## config.mk

```make
export PLATFORM = sky130hd
export DESIGN_NAME = cascade_irq_ctrl
export DESIGN_NICKNAME = d
export VERILOG_FILES = /design/src/rtl/irq_pkg.sv /design/src/rtl/irq_prio_pick.sv /design/src/rtl/irq_unit.sv /design/src/rtl/cascade_irq_ctrl.sv
export SDC_FILE = /design/constraint.sdc
export NUM_CORES = 1
export LEC_CHECK = 0
export BUFFER_PORTS_ARGS = -buffer_cell sky130_fd_sc_hd__buf_2
export CORE_ASPECT_RATIO = 1.2
export CORE_UTILIZATION = 25
export CTS_CLUSTER_SIZE = 40
export DETAILED_ROUTE_END_ITERATION = 10
export PLACE_DENSITY_LB_ADDON = 0.3
export SYNTH_ARGS = -nofsm -noshare
export SYNTH_HDL_FRONTEND = slang
export SYNTH_SLANG_ARGS = --single-unit
```

## constraint.sdc

```tcl
create_clock -name clk_i -period 9.4 [get_ports clk_i]
set_input_delay 0 -clock clk_i [delete_from_list [all_inputs] [get_ports clk_i]]
set_output_delay 0 -clock clk_i [all_outputs]
set_load 0.01 [all_outputs]
```

## src/rtl/irq_pkg.sv

```systemverilog
package irq_pkg;
  localparam int unsigned UNIT_LINES = 8;
  localparam int unsigned IDX_W      = $clog2(UNIT_LINES);
  localparam int unsigned VEC_W      = 8;
  localparam int unsigned CASC_LINE  = 2;

  typedef enum logic [2:0] {
    OP_BASE = 3'd0,
    OP_MASK = 3'd1,
    OP_ROT  = 3'd2,
    OP_AUTO = 3'd3,
    OP_EOI  = 3'd4
  } irq_op_e;
endpackage

```

## src/rtl/irq_prio_pick.sv

```systemverilog
// Highest-priority set bit under rotation; rank 0 is highest.
module irq_prio_pick #(
  parameter int unsigned N = 8,
  localparam int unsigned W = $clog2(N)
) (
  input  logic [N-1:0] req_i,
  input  logic [W-1:0] low_i,
  output logic         vld_o,
  output logic [W-1:0] idx_o,
  output logic [W-1:0] rank_o
);
  always_comb begin
    vld_o  = 1'b0;
    idx_o  = '0;
    rank_o = '0;
    for (int r = N - 1; r >= 0; r--) begin
      logic [W-1:0] li;
      li = low_i + W'(r + 1);
      if (req_i[li]) begin
        vld_o  = 1'b1;
        idx_o  = li;
        rank_o = W'(r);
      end
    end
  end
endmodule

```

## src/rtl/irq_unit.sv

```systemverilog
module irq_unit
  import irq_pkg::*;
#(
  parameter logic [VEC_W-1:0] BASE_RST = 8'h08
) (
  input  logic                  clk_i,
  input  logic                  rst_ni,
  input  logic [UNIT_LINES-1:0] req_i,
  input  logic                  cmd_vld_i,
  input  irq_op_e               cmd_op_i,
  input  logic [VEC_W-1:0]      cmd_data_i,
  input  logic                  ack_i,
  output logic                  int_o,
  output logic [IDX_W-1:0]      win_o,
  output logic [VEC_W-1:0]      vec_o,
  output logic [UNIT_LINES-1:0] isr_o,
  output logic [UNIT_LINES-1:0] pend_o,
  output logic [VEC_W-1:0]      base_o,
  output logic [IDX_W-1:0]      low_o
);
  logic [UNIT_LINES-1:0] mask_q, isr_q, isr_set, isr_clr;
  logic [VEC_W-1:0]      base_q;
  logic [IDX_W-1:0]      low_q;
  logic                  auto_q;

  logic                  p_vld, s_vld;
  logic [IDX_W-1:0]      p_idx, s_idx, p_rank, s_rank;
  logic                  eoi;

  assign pend_o = req_i & ~mask_q;

  irq_prio_pick #(.N(UNIT_LINES)) u_pend_pick (
    .req_i(pend_o), .low_i(low_q), .vld_o(p_vld), .idx_o(p_idx), .rank_o(p_rank)
  );
  irq_prio_pick #(.N(UNIT_LINES)) u_isr_pick (
    .req_i(isr_q), .low_i(low_q), .vld_o(s_vld), .idx_o(s_idx), .rank_o(s_rank)
  );

  assign int_o = p_vld && (!s_vld || (p_rank < s_rank));
  assign win_o = p_idx;
  // Spurious: report current lowest-priority line
  assign vec_o = base_q + VEC_W'(int_o ? p_idx : low_q);

  assign eoi     = cmd_vld_i && (cmd_op_i == OP_EOI) && s_vld;
  assign isr_set = (ack_i && int_o) ? (UNIT_LINES'(1) << p_idx) : '0;
  assign isr_clr = eoi ? (UNIT_LINES'(1) << s_idx) : '0;

  always_ff @(posedge clk_i or negedge rst_ni) begin
    if (!rst_ni) begin
      mask_q <= '0;
      isr_q  <= '0;
      base_q <= BASE_RST;
      low_q  <= IDX_W'(UNIT_LINES - 1);
      auto_q <= 1'b0;
    end else begin
      isr_q <= (isr_q & ~isr_clr) | isr_set;
      if (cmd_vld_i) begin
        unique case (cmd_op_i)
          OP_BASE: base_q <= cmd_data_i;
          OP_MASK: mask_q <= cmd_data_i[UNIT_LINES-1:0];
          OP_ROT:  low_q  <= cmd_data_i[IDX_W-1:0];
          OP_AUTO: auto_q <= cmd_data_i[0];
          OP_EOI:  if (s_vld && auto_q) low_q <= s_idx;
          default: ;
        endcase
      end
    end
  end

  assign isr_o  = isr_q;
  assign base_o = base_q;
  assign low_o  = low_q;
endmodule

```

## src/rtl/cascade_irq_ctrl.sv

```systemverilog
module cascade_irq_ctrl
  import irq_pkg::*;
#(
  parameter logic [VEC_W-1:0] PRI_BASE_RST = 8'h08,
  parameter logic [VEC_W-1:0] SEC_BASE_RST = 8'h70,
  localparam int unsigned     TOT_LINES    = 2 * UNIT_LINES
) (
  input  logic                 clk_i,
  input  logic                 rst_ni,
  input  logic [TOT_LINES-1:0] irq_lines_i,
  input  logic                 cmd_vld_i,
  input  logic                 cmd_sel_i,
  input  logic [2:0]           cmd_op_i,
  input  logic [VEC_W-1:0]     cmd_data_i,
  output logic                 irq_o,
  input  logic                 ack_i,
  output logic [VEC_W-1:0]     vec_o,
  output logic                 vec_vld_o
);
  logic [TOT_LINES-1:0]  lines_q;
  logic [UNIT_LINES-1:0] pri_req, pri_isr, sec_isr, pri_pend, sec_pend;
  logic [VEC_W-1:0]      pri_vec, sec_vec, pri_base, sec_base, vec_q;
  logic [IDX_W-1:0]      pri_win, sec_win, pri_low, sec_low;
  logic                  pri_int, sec_int, sec_ack, to_sec, vld_q;
  irq_op_e               op;

  assign op = irq_op_e'(cmd_op_i);

  always_ff @(posedge clk_i or negedge rst_ni) begin
    if (!rst_ni) lines_q <= '0;
    else         lines_q <= irq_lines_i;
  end

  always_comb begin
    pri_req            = lines_q[UNIT_LINES-1:0];
    pri_req[CASC_LINE] = sec_int;
  end

  assign to_sec  = pri_int && (pri_win == IDX_W'(CASC_LINE));
  assign sec_ack = ack_i && to_sec;

  irq_unit #(.BASE_RST(PRI_BASE_RST)) u_pri (
    .clk_i, .rst_ni,
    .req_i(pri_req),
    .cmd_vld_i(cmd_vld_i && !cmd_sel_i),
    .cmd_op_i(op), .cmd_data_i,
    .ack_i(ack_i),
    .int_o(pri_int), .win_o(pri_win), .vec_o(pri_vec),
    .isr_o(pri_isr), .pend_o(pri_pend), .base_o(pri_base), .low_o(pri_low)
  );

  irq_unit #(.BASE_RST(SEC_BASE_RST)) u_sec (
    .clk_i, .rst_ni,
    .req_i(lines_q[TOT_LINES-1:UNIT_LINES]),
    .cmd_vld_i(cmd_vld_i && cmd_sel_i),
    .cmd_op_i(op), .cmd_data_i,
    .ack_i(sec_ack),
    .int_o(sec_int), .win_o(sec_win), .vec_o(sec_vec),
    .isr_o(sec_isr), .pend_o(sec_pend), .base_o(sec_base), .low_o(sec_low)
  );

  always_ff @(posedge clk_i or negedge rst_ni) begin
    if (!rst_ni) begin
      vec_q <= '0;
      vld_q <= 1'b0;
    end else begin
      vld_q <= ack_i;
      if (ack_i) vec_q <= to_sec ? sec_vec : pri_vec;
    end
  end

  assign irq_o     = pri_int;
  assign vec_o     = vec_q;
  assign vec_vld_o = vld_q;
endmodule

```

==> flow_summary.ini <==
[status]
result_of_the_run = completed

[grt]
grt_remaining_overflow = 0
first_global_vias = 6005
grt_first_pass_wirelength_microns = 33200
antenna_found_initial = 0
grtUsageTotal_pct = 14.2
grt_max_degree = 81

[sta]
setup_repair_after_global_routing_missed_its_margin = no
totalNegativeSetupSlack_ps = 0
hold_ws_ps = 2.96
final-max-slew-violation-count = 0
clock.fmax_mhz = 125
timing.max_slew.rel_slack_pct = 32.2
clock_skew_ps = 8.81
worstMarginPinSlew_ps = 1020
final-hold-violation-count = 0
period_minus_slack_ps = 7990
setup_viol = 0
fin_crit_sh_pct = 85.0

[yosys]
synthesis.instances = 787
async_flop_share_pct = 100
synth-edff-count = 0
synth_top_area_share_pct = 24.3
synth_area_leaders = dfrtp_1, mux4_2, mux2_2, o21ai_0, nand2_1
synthesis.nets = 835
post_synth.cell_area_avg_sq_um = 9.16
yosys_warnings = 0
synthFlopType = dfrtp_1
synthesized_cell_area_sq_um = 7210
synth_seq_area_share_pct = 27.9
area_leader_netlist = dfrtp_1
synth.distinct_cells = 84
flip_flop_and_latch_count_after_synthesis = 80

[floorplan]
std_cell_rows = 67
die_h_microns = 188
floorplan.initialDensity_pct = 25.6
floorplan.die.width_microns = 157
core_sq_um = 28200
io-pin-count = 42
die_area_sq_um = 29500

[routing]
detailroute.via_count = 6451
detail-route-antenna-nets = 0
drt_iter0_drc = 639
drt_wl_total_microns = 20900
detail_route.wl_per_cell_microns = 17.3
drt_first_pass_iters = 6
route.detailed.vias_per_inst = 5.34
route.detailed.drc = 0

[cts]
root_buffer = clkbuf_16
cts_tree = built
htreeDepth = 3
post_cts.resized_instances = 0
worstSkewPairLatency_ps = 340
clock_tree.buffer_depth = 2
cts_made_buffers = 9
clkTransAtPathRegs_ps = 60
clock_sinks = 80

[setup_path]
crit_top_cell = a21o_1
worst_path_max_delay_cell = mux4_1
critical_path.max_fanout = 11
worst_setup_path_end_kind = register
worst_path_largest_cell_delay_ps = 750
crit_family = compound AO/OA/AOI/OAI gates
critical_path.startpoint_type = register
cp_data_required_time_ps = 9620
timing_worst_setup_path_type = register to register
cp_data_arrival_time_ps = 8210
critical_path_buf_inv_count = 1

[finish]
layout-drive-gt1-share_pct = 20.8
antennaDiodeCount = 0
mostFrequentLayoutCell = nand2_1
design.final.nets = 872
most-common-layout-cells = nand2_1, dfrtp_1, nor2_1
area_growth_pct = 14.2

[place]
routabilityCongestion = 0.836
io_buffer_count = 40
place.detailed.hpwl_microns = 15600

[worst_hold_path]
hp-class = input pin to register

[job]
maxCapViolCount = 0
-- worst reg2reg max path: cells and delay by family, from the launching register on --
| kind | cells | cell delay [ps] |
|---|---|---|
| buffers and inverters | 1 | 120 |
| adder cells (fa/ha/maj) | 4 | 1170 |
| XOR/XNOR | 2 | 730 |
| AND/OR/NAND/NOR | 6 | 1140 |
| AO/OA/AOI/OAI | 14 | 3430 |
| flip-flops | 1 | 530 |
| multiplexers | 1 | 750 |
-- per-stage QoR --
stage	setup slack, ps	utilization, %	cells	cell area [sq um]
CTS	1430	29.2	1207	8230
detailed placement	1450	27.4	1171	7710
finish	1410	29.2	1207	8230
floorplan	2080	-	787	7210
global route	964	29.2	1207	8230
global placement	1510	27.4	1171	7710
-- worst paths after layout --
path / startpoint / end / slack (ps) / cells after the start
setup / recovery: u_sec.low_o[0]$_DFFE_PN1P_ / vec_o[5]$_DFFE_PN0P_ / 1410 / 28
hold / removal: cmd_data_i[6] / u_pri.base_o[6]$_DFFE_PN0P_ / 3 / 2
setup reg to reg: u_sec.low_o[0]$_DFFE_PN1P_ / vec_o[5]$_DFFE_PN0P_ / 1410 / 28
hold reg to reg: vec_o[4]$_DFFE_PN0P_ / vec_o[4]$_DFFE_PN0P_ / 490 / 1
max in group asynchronous: rst_ni / u_pri.mask_q[3]$_DFFE_PN0P_ / 8360 / 2
min in group asynchronous: rst_ni / lines_q[7]$_DFF_PN0_ / 380 / 2
-- cell type report --
| class | instances | area, sq um |
|---|---|---|
| timing repair buffer | 68 | 465 |
| tap | 379 | 474 |
| clock inverter | 6 | 85.1 |
| sequential | 80 | 2010 |
| fill | 3031 | 19900 |
| inverter | 19 | 71.3 |
| multi-input combinational | 646 | 4900 |
| clock buffer | 9 | 225 |
-- state kept, by name, summed over array words and instances (netlist names) --
name	count
lines_q	15
u_pri.auto_q	1
u_pri.base_o	8
u_pri.isr_o	8
u_pri.low_o	3
u_pri.mask_q	8
u_sec.auto_q	1
u_sec.base_o	8
u_sec.isr_o	8
u_sec.low_o	3
u_sec.mask_q	8
vec_o	8
vec_vld_o	1
-- repair_timing --
action | 4_1_cts | 5_1_grt
buffers inserted | 0 | 0
endpoints found under the hold margin | 99 | 0
hold buffers | 21 | 0
-- logic make-up (layout without fill, tap and decap cells) --
| group | Yosys count | count (layout) | synth area share (%) |
|---|---|---|---|
| simple gates | 267 | 267 | 19.4 |
| compound gates | 247 | 247 | 23.6 |
| mux | 97 | 97 | 19.6 |
| flops | 80 | 80 | 27.9 |
| buf+inv | 61 | 102 | 4.15 |
| xor+xnor | 19 | 19 | 2.31 |
| fa+ha+maj | 16 | 16 | 2.98 |
-- cell usage after synthesis (all sizes together), types with 5 or more instances --
master / number
buf: 19
a31oi: 13
nor3: 11
dfrtp: 70
a211oi: 10
nand2b: 22
a21oi: 46
o21bai: 5
o21ai: 59
o211ai: 6
o2bb2ai: 6
and2: 7
nor2b: 24
mux2: 50
nor4: 6
and3: 5
mux4: 29
mux2i: 18
a21o: 17
xor2: 7
nand3b: 5
o41ai: 6
nand2: 75
clkbuf: 23
nor2: 60
o22ai: 7
xnor2: 12
o221ai: 5
nand4: 9
inv: 16
o21a: 7
a221oi: 8
ha: 14
nand3: 17
o31ai: 14
or3: 5
dfstp: 10
-- metal layers --
layer	GRT usage (%)	part of all wire [%]	routed length (microns)
met1	19.0	45	9470
met2	24.1	50	10300
met3	1.25	3.0	622
met4	4.52	2.0	408
met5	0	0	0
Power is not shown: default switching activity piles up to over one toggle a cycle in this logic, so the estimate is an artifact.
